File: src/rtl/alu_pkg.sv
package alu_pkg;

  localparam int CODE_W = 4;

  typedef enum logic [CODE_W-1:0] {
    OP_ADD  = 4'h0,
    OP_ADDU = 4'h1,
    OP_SUB  = 4'h2,
    OP_SUBU = 4'h3,
    OP_AND  = 4'h4,
    OP_OR   = 4'h5,
    OP_XOR  = 4'h6,
    OP_NOR  = 4'h7,
    OP_SLT  = 4'hA,
    OP_SLTU = 4'hB
  } alu_op_e;

  // Strobes from the decoder to the datapath
  typedef struct packed {
    logic invertB;     // feed ~opB into the adder
    logic carryIn;     // adder carry-in
    logic selSum;      // result from adder
    logic selAnd;
    logic selOr;
    logic selXor;
    logic selNor;
    logic selLess;     // result is the comparison bit
    logic lessUnsigned;
    logic keepCarry;   // expose carry flag
    logic keepOvf;     // expose overflow flag
  } alu_ctrl_t;

endpackage

File: src/rtl/alu_decode.sv
module alu_decode
  import alu_pkg::*;
(
  input  logic [CODE_W-1:0] opCode,
  output alu_ctrl_t         ctrl
);

  always_comb begin
    ctrl = '0;
    case (opCode)
      OP_ADD:  begin ctrl.selSum = 1'b1; ctrl.keepCarry = 1'b1; ctrl.keepOvf = 1'b1; end
      OP_ADDU: begin ctrl.selSum = 1'b1; ctrl.keepCarry = 1'b1; end
      OP_SUB:  begin
        ctrl.selSum = 1'b1; ctrl.invertB = 1'b1; ctrl.carryIn = 1'b1;
        ctrl.keepCarry = 1'b1; ctrl.keepOvf = 1'b1;
      end
      OP_SUBU: begin
        ctrl.selSum = 1'b1; ctrl.invertB = 1'b1; ctrl.carryIn = 1'b1;
        ctrl.keepCarry = 1'b1;
      end
      OP_AND:  ctrl.selAnd = 1'b1;
      OP_OR:   ctrl.selOr  = 1'b1;
      OP_XOR:  ctrl.selXor = 1'b1;
      OP_NOR:  ctrl.selNor = 1'b1;
      OP_SLT:  begin ctrl.selLess = 1'b1; ctrl.invertB = 1'b1; ctrl.carryIn = 1'b1; end
      OP_SLTU: begin
        ctrl.selLess = 1'b1; ctrl.invertB = 1'b1; ctrl.carryIn = 1'b1;
        ctrl.lessUnsigned = 1'b1;
      end
      default: ctrl = '0;
    endcase
  end

endmodule

File: src/rtl/alu_datapath.sv
module alu_datapath
  import alu_pkg::*;
#(
  parameter int WIDTH = 32
) (
  input  alu_ctrl_t        ctrl,
  input  logic [WIDTH-1:0] opA,
  input  logic [WIDTH-1:0] opB,
  output logic [WIDTH-1:0] res,
  output logic             carryFlag,
  output logic             ovfFlag
);

  localparam int MSB = WIDTH - 1;

  logic [WIDTH-1:0] addendB;
  logic [WIDTH-1:0] sumBits;
  logic [WIDTH:0]   carryChain;
  logic             ovfRaw;
  logic             lessBit;

  assign addendB       = ctrl.invertB ? ~opB : opB;
  assign carryChain[0] = ctrl.carryIn;

  // Bit-sliced ripple adder: one full adder per bit
  for (genvar i = 0; i < WIDTH; i++) begin : g_slice
    assign sumBits[i]      = opA[i] ^ addendB[i] ^ carryChain[i];
    assign carryChain[i+1] = (opA[i] & addendB[i]) |
                             (carryChain[i] & (opA[i] ^ addendB[i]));
  end

  // Carry into sign bit versus carry out of it
  assign ovfRaw  = carryChain[MSB] ^ carryChain[WIDTH];
  assign lessBit = ctrl.lessUnsigned ? ~carryChain[WIDTH] : (sumBits[MSB] ^ ovfRaw);

  always_comb begin
    res = '0;
    if (ctrl.selSum)  res = sumBits;
    if (ctrl.selAnd)  res = opA & opB;
    if (ctrl.selOr)   res = opA | opB;
    if (ctrl.selXor)  res = opA ^ opB;
    if (ctrl.selNor)  res = ~(opA | opB);
    if (ctrl.selLess) res = {{MSB{1'b0}}, lessBit};
  end

  assign carryFlag = ctrl.keepCarry & carryChain[WIDTH];
  assign ovfFlag   = ctrl.keepOvf & ovfRaw;

endmodule

File: src/rtl/alu_unit.sv
module alu_unit
  import alu_pkg::*;
#(
  parameter int WIDTH = 32
) (
  input  logic              clk,
  input  logic              rstN,
  input  logic [WIDTH-1:0]  opA,
  input  logic [WIDTH-1:0]  opB,
  input  logic [CODE_W-1:0] opCode,
  output logic [WIDTH-1:0]  result,
  output logic              carryOut,
  output logic              overflow
);

  localparam int MSB = WIDTH - 1;

  alu_ctrl_t        ctrl;
  logic [WIDTH-1:0] resNext;
  logic             carryNext;
  logic             ovfNext;

  alu_decode u_decode (
    .opCode (opCode),
    .ctrl   (ctrl)
  );

  alu_datapath #(.WIDTH(WIDTH)) u_datapath (
    .ctrl      (ctrl),
    .opA       (opA),
    .opB       (opB),
    .res       (resNext),
    .carryFlag (carryNext),
    .ovfFlag   (ovfNext)
  );

  always_ff @(posedge clk) begin
    if (!rstN) begin
      result   <= '0;
      carryOut <= 1'b0;
      overflow <= 1'b0;
    end else begin
      result   <= resNext;
      carryOut <= carryNext;
      overflow <= ovfNext;
    end
  end

  // unsigned arithmetic never flags overflow
  p_no_overflow_r3: assert property (@(posedge clk) disable iff (!rstN)
    (opCode == OP_ADDU || opCode == OP_SUBU) |=> !overflow);

  // an add of opposite-sign operands cannot overflow
  p_mixed_sign_add_r4: assert property (@(posedge clk) disable iff (!rstN)
    (opCode == OP_ADD && opA[MSB] != opB[MSB]) |=> !overflow);

  // a flagged signed add shows a sign flip from the common operand sign
  p_ovf_sign_flip_r4: assert property (@(posedge clk) disable iff (!rstN)
    (opCode == OP_ADD && opA[MSB] == opB[MSB]) |=>
      (overflow == (result[MSB] != $past(opA[MSB]))));

  // comparison result is zero-extended
  p_less_zero_ext_r6: assert property (@(posedge clk) disable iff (!rstN)
    (opCode == OP_SLT || opCode == OP_SLTU) |=> (result[MSB:1] == '0));

  // logic and comparison codes clear both flags
  p_flags_clear_r7: assert property (@(posedge clk) disable iff (!rstN)
    ((opCode >= 4'h4 && opCode <= 4'h7) || opCode == OP_SLT || opCode == OP_SLTU)
      |=> (!carryOut && !overflow));

  // unused codes give all-zero outputs
  p_unused_zero_r8: assert property (@(posedge clk) disable iff (!rstN)
    (opCode == 4'h8 || opCode == 4'h9 || opCode >= 4'hC)
      |=> (result == '0 && !carryOut && !overflow));

  // outputs are cleared the edge after reset is applied
  p_reset_clear_r9: assert property (@(posedge clk)
    !rstN |=> (result == '0 && !carryOut && !overflow));

endmodule

File: config.mk
export PLATFORM = sky130hd
export DESIGN_NAME = alu_unit
export DESIGN_NICKNAME = d
export VERILOG_FILES = /design/src/rtl/alu_pkg.sv /design/src/rtl/alu_decode.sv /design/src/rtl/alu_datapath.sv /design/src/rtl/alu_unit.sv
export SDC_FILE = /design/constraint.sdc
export NUM_CORES = 1
export LEC_CHECK = 0
export ABC_AREA = 1
export BUFFER_PORTS_ARGS = -buffer_cell sky130_fd_sc_hd__clkbuf_2
export CAP_MARGIN = 20
export CORE_AREA = 2 2 109 111
export DETAILED_ROUTE_END_ITERATION = 16
export DIE_AREA = 0 0 111 113
export SLEW_MARGIN = 20
export SYNTH_ARGS = -nofsm -noshare
export SYNTH_HDL_FRONTEND = slang
export SYNTH_SLANG_ARGS = --single-unit
File: constraint.sdc
create_clock -name clk -period 17.7 [get_ports clk]
set_clock_uncertainty 0.05 [all_clocks]
set_input_delay 1.77 -clock clk [delete_from_list [all_inputs] [get_ports clk]]
set_output_delay 1.77 -clock clk [all_outputs]
set_load 0.05 [all_outputs]
# Word-level counts from Yosys, hierarchy flattened
# Cells that the tools add are included.
dict set report classes {
  eq_ne 9
  muxes 17
  n_bitwise 171
  n_reduce_logical 6
}
# operator count
set op_table {}
lappend op_table {{32-bit 2-to-1 mux} 6}
lappend op_table {{1-bit AND} 66}
lappend op_table {{1-bit XOR} 66}
lappend op_table {{32-bit inverter} 2}
lappend op_table {{32-bit AND} 1}
lappend op_table {{1-bit bitwise OR} 32}
lappend op_table {{32-bit bitwise OR} 1}
lappend op_table {{32-bit XOR} 1}
lappend op_table {{4-bit by 3-bit equality test with 1-bit output, second input constant} 4}
lappend op_table {{1-bit 2-to-1 mux} 10}
lappend op_table {{4-bit by 2-bit equality test with 1-bit output, second input constant} 2}
lappend op_table {{4-bit equality test, second input constant} 2}
lappend op_table {{4-bit OR reduction} 2}
lappend op_table {{2-bit OR reduction} 3}
lappend op_table {{4-bit by 1-bit equality test with 1-bit output, second input constant} 1}
lappend op_table {{4-bit zero test} 1}
lappend op_table {{2-bit 2-to-1 mux} 1}
lappend op_table {{1-bit inverter} 2}
dict set report totals {
  ff_bits 34
  in_bits 70
  out_inout_bits 34
  wordCells 207
}

# Logic depth before layout (Yosys ltp)
dict set report depth {
  ltp_word 74
  ltp_mapped 44
  ltp_nobuf 43
}

# Cells and area by module
# Synthesis repeated with hierarchy kept, for this count alone.
dict set report unflattened {
  hier_cells 634
  area_unflattened_um2 4984.8
}
# module n_inst cells_each area_per_inst_um2 seq_area_each_um2
set modules_own_cells {}
lappend modules_own_cells {alu_datapath 1 505 3911.3 0.0}
lappend modules_own_cells {alu_unit 1 106 977.2 680.7}
lappend modules_own_cells {alu_decode 1 23 96.3 0.0}

# Worst setup path before layout
# No wires, ideal clock.
dict set report synth_path {
  path_type {in2reg}
  start {input opCode[1]}
  end {register result[31]}
  t_arrival_ps 15714
  required_ps 17586
  path_slack_ps 1872
  cell_stages 42
  path_buffers 2
  path_cell_list {buf_2 nand2_1 buf_2 o21ai_0 fa_1 fa_1 fa_1 fa_1 fa_1 fa_1 fa_1 fa_1 fa_1 fa_1 fa_1 fa_1 fa_1 fa_1 [... 6 more ...] fa_1 fa_1 fa_1 fa_1 fa_1 fa_1 fa_1 fa_1 inv_1 fa_1 inv_1 fa_1 inv_1 fa_1 or2_1 nand2_1 nor3_1 nor2_1}
}
dict set report synth_via {
  elab_chain_cells 73
}
# element line
set synth_rtl {}
lappend synth_rtl {{start: declaration} alu_unit.sv:10} ;# input logic [CODE_W-1:0] opCode,
lappend synth_rtl {{4-bit by 2-bit equality test with 1-bit output / 4-bit equality test (equally long branches)} alu_decode.sv:10} ;# case (opCode)
lappend synth_rtl {{4-bit OR reduction (no source line)} --}
lappend synth_rtl {{2-bit 2-to-1 mux} alu_decode.sv:10}
lappend synth_rtl {{32-bit 2-to-1 mux} alu_datapath.sv:22} ;# assign addendB = ctrl.invertB ? ~opB : opB;
lappend synth_rtl {{1-bit XOR} alu_datapath.sv:29} ;# (carryChain[i] & (opA[i] ^ addendB[i]));
lappend synth_rtl {{1-bit AND} alu_datapath.sv:29}
lappend synth_rtl {{1-bit bitwise OR} alu_datapath.sv:28} ;# assign carryChain[i+1] = (opA[i] & addendB[i]) |
lappend synth_rtl {{1-bit AND} alu_datapath.sv:29}
lappend synth_rtl {{[... 57 more ...]} --}
lappend synth_rtl {{1-bit AND} alu_datapath.sv:29}
lappend synth_rtl {{1-bit bitwise OR} alu_datapath.sv:28}
lappend synth_rtl {{1-bit XOR} alu_datapath.sv:27} ;# assign sumBits[i] = opA[i] ^ addendB[i] ^ carryChain[i];
lappend synth_rtl {{32-bit 2-to-1 mux} alu_datapath.sv:38} ;# if (ctrl.selSum) res = sumBits;
lappend synth_rtl {{32-bit 2-to-1 mux} alu_datapath.sv:39} ;# if (ctrl.selAnd) res = opA & opB;
lappend synth_rtl {{32-bit 2-to-1 mux} alu_datapath.sv:40} ;# if (ctrl.selOr) res = opA | opB;
lappend synth_rtl {{32-bit 2-to-1 mux} alu_datapath.sv:41} ;# if (ctrl.selXor) res = opA ^ opB;
lappend synth_rtl {{32-bit 2-to-1 mux} alu_datapath.sv:42} ;# if (ctrl.selNor) res = ~(opA | opB);
lappend synth_rtl {{end signal: assignment} alu_unit.sv:43} ;# result <= resNext;
lappend synth_rtl {{end: declaration} alu_unit.sv:11} ;# output logic [WIDTH-1:0] result,
# Several ways; a longest one is shown, not always the timed one.
# A chain may end at the register's enable or synchronous reset.

# Worst setup path in the final report
dict set report layout_path {
  start {input opCode[2]}
  end {register result[31]}
}
# The elaborated chain is that of the path after synthesis.

==> flow_summary.json <==
{
  "grt_pass1_vias": 3758,
  "drv_cap": 0,
  "worst_pin_slew_ps": 1030,
  "cts.htree.levels": 2,
  "synth-seq-area-share": 0.164,
  "post_cts_buffers": 0,
  "stdcell_area_um2": 4890,
  "final_max_slew_viol_count": 0,
  "cts_tree": "yes",
  "path_common_cell": "fa_1",
  "yosys-top-cells-area": "ha_1 (19%), dfxtp_1 (16%), fa_1 (15%)",
  "n_antenna_cell": 0,
  "crit_fanout": 10,
  "drtPass1Iterations": 5,
  "slew_headroom": 0.313,
  "fillCellCount": 1164,
  "post_cts_resized": 0,
  "drive_gt1_frac": 0.189,
  "grt_max_degree": 41,
  "die_w_um": 111,
  "avgSynthCellArea_um2": 7.24,
  "synth_top_area_cell": "ha_1",
  "cts_root_buffer": "clkbuf_16",
  "grt_overflow_total": 0,
  "rsz0062_at_grt": "false",
  "drc": 0,
  "final_common_cell": "nand2_1",
  "syn_to_final_growth_pct": 18.1,
  "nets": 825,
  "place_area_um2": 4740,
  "dp_hpwl_um": 7810,
  "max_stage_delay_ps": 450,
  "status": "completed",
  "syn_nets": 738,
  "drtIter0Drc": 152,
  "fin_setup_tns_ps": 0,
  "vdd_ir_drop_max_mv": 0.0314,
  "seq_area_um2": 681,
  "clk_path_buf_depth": 2,
  "fin_crit_sh": 0.900,
  "required_ps": 17880,
  "grt_use_total": 0.176,
  "drtAntennaViolNets": 0,
  "core_area_um2": 11300,
  "cp_slowest_cell": "fa_1",
  "rows": 39,
  "end_kind": "register",
  "numCtsBuffers": 5,
  "io_buffers": 103,
  "fmax_ghz": 0.0628,
  "ys_types": 23,
  "min_period_ps": 15920,
  "worstSetupPathType": "primary input to register",
  "via_per_inst": 4.80,
  "power_leakage_nw": 2.85,
  "syn_inst": 572,
  "synth_area_um2": 4140,
  "wire_per_inst_um": 13.5,
  "place.gp.congestion": 0.802,
  "fp.dieArea_um2": 12500,
  "yosys.area.top_type_share": 0.193,
  "crit_arrival_ps": 16100,
  "io_pins": 104,
  "startpoint_type": "primary input",
  "setup_viol": 0,
  "path_clk_slew_ps": 60,
  "hold_path_class": "primary input to register",
  "vias": 3856,
  "die_y_um": 113,
  "cts_num_sinks": 34,
  "antenna_found_initial": 0,
  "p_per_area_nw_per_um2": 61.3,
  "holdBufCountCts": 0,
  "multiInputGateArea_um2": 3050,
  "grt_first_pass_wirelength_um": 17900,
  "hold_viol": 0,
  "ys_seq_elements": 34,
  "wirelength_um": 10900,
  "start_util": 0.367,
  "yosysWarnings": 0,
  "final_cell_mix": "nand2_1 (131), clkbuf_2 (103), inv_1 (71), nor2_1 (66), ha_1 (64)"
}
-- cells in the mapped netlist (all sizes together) --
cell	number
buf	23
and3	1
nor3	33
ha	64
inv	75
nor2	68
xor2	31
o21ai	33
nand3	33
nand2	133
dfxtp	34
a2111oi	1
fa	32
clkbuf	5
nand4	3
or2	3
-- worst max-delay path: cells and delay by family --
family                     cells  cell delay, ps
AOI/OAI and AO/OA              1             180
adders and majority gates     31           13000
buffers and inverters          5             440
and+or+nand+nor                5             660
-- logic make-up after synthesis --
family | count (synthesis) | synth area share
DFF | 34 | 0.164
xor gates and xnor gates | 31 | 0.0656
buffers and inverters | 103 | 0.102
adders and majority gates | 96 | 0.348
and+or+nand+nor | 274 | 0.278
AOI/OAI and AO/OA | 34 | 0.0420
-- registers in the layout, indices dropped and copies added, names as in the netlist --
signal,count
carryOut,1
result,32
overflow,1
-- per-layer routing --
metal,track usage,wire [µm],up-vias
li1,-,-,1936
met1,0.227,4930,1809
met2,0.303,5290,100
met3,0.0311,534,11
met4,0.0525,109,0
met5,0,0,-
-- metrics by stage --
step | total power, mW | hold WS, ps | instances | util | setup slack [ps]
3_3_place_gp | 0.208 | 1930 | 795 | 0.421 | 1510
3_5_place_dp | 0.211 | 1940 | 795 | 0.421 | 1360
6_report | 0.299 | 1640 | 803 | 0.434 | 1780
5_1_grt | 0.324 | 1680 | 803 | 0.434 | 1180
4_1_cts | 0.305 | 1640 | 803 | 0.434 | 1620
2_1_floorplan | 0.176 | 1820 | 572 | - | 1870
-- worst paths after layout --
check       from          to  slack [ps]  cells past startpoint
min         rstN   result[0]        1640                      3
max    opCode[2]  result[31]        1780                     42
-- where the power goes --
part	total, mW	switching, mW	internal, mW	leakage, nW
Clock	0.0913	0.0354	0.0559	0.0739
Combinational	0.123	0.0808	0.0426	2.49
Sequential	0.0848	0.00182	0.0830	0.279
Total	0.299	0.118	0.181	2.85
-- final cells by class --
type / instances / share of cell area
Clock buffer: 7 / 0.0292
Clock inverter: 1 / 0.00102
Sequential cell: 34 / 0.139
Tap cell: 143 / 0.0366
Timing Repair Buffer: 108 / 0.113
Multi-Input combinational cell: 435 / 0.623
Inverter: 75 / 0.0576
(Power assumes the default switching activity.)
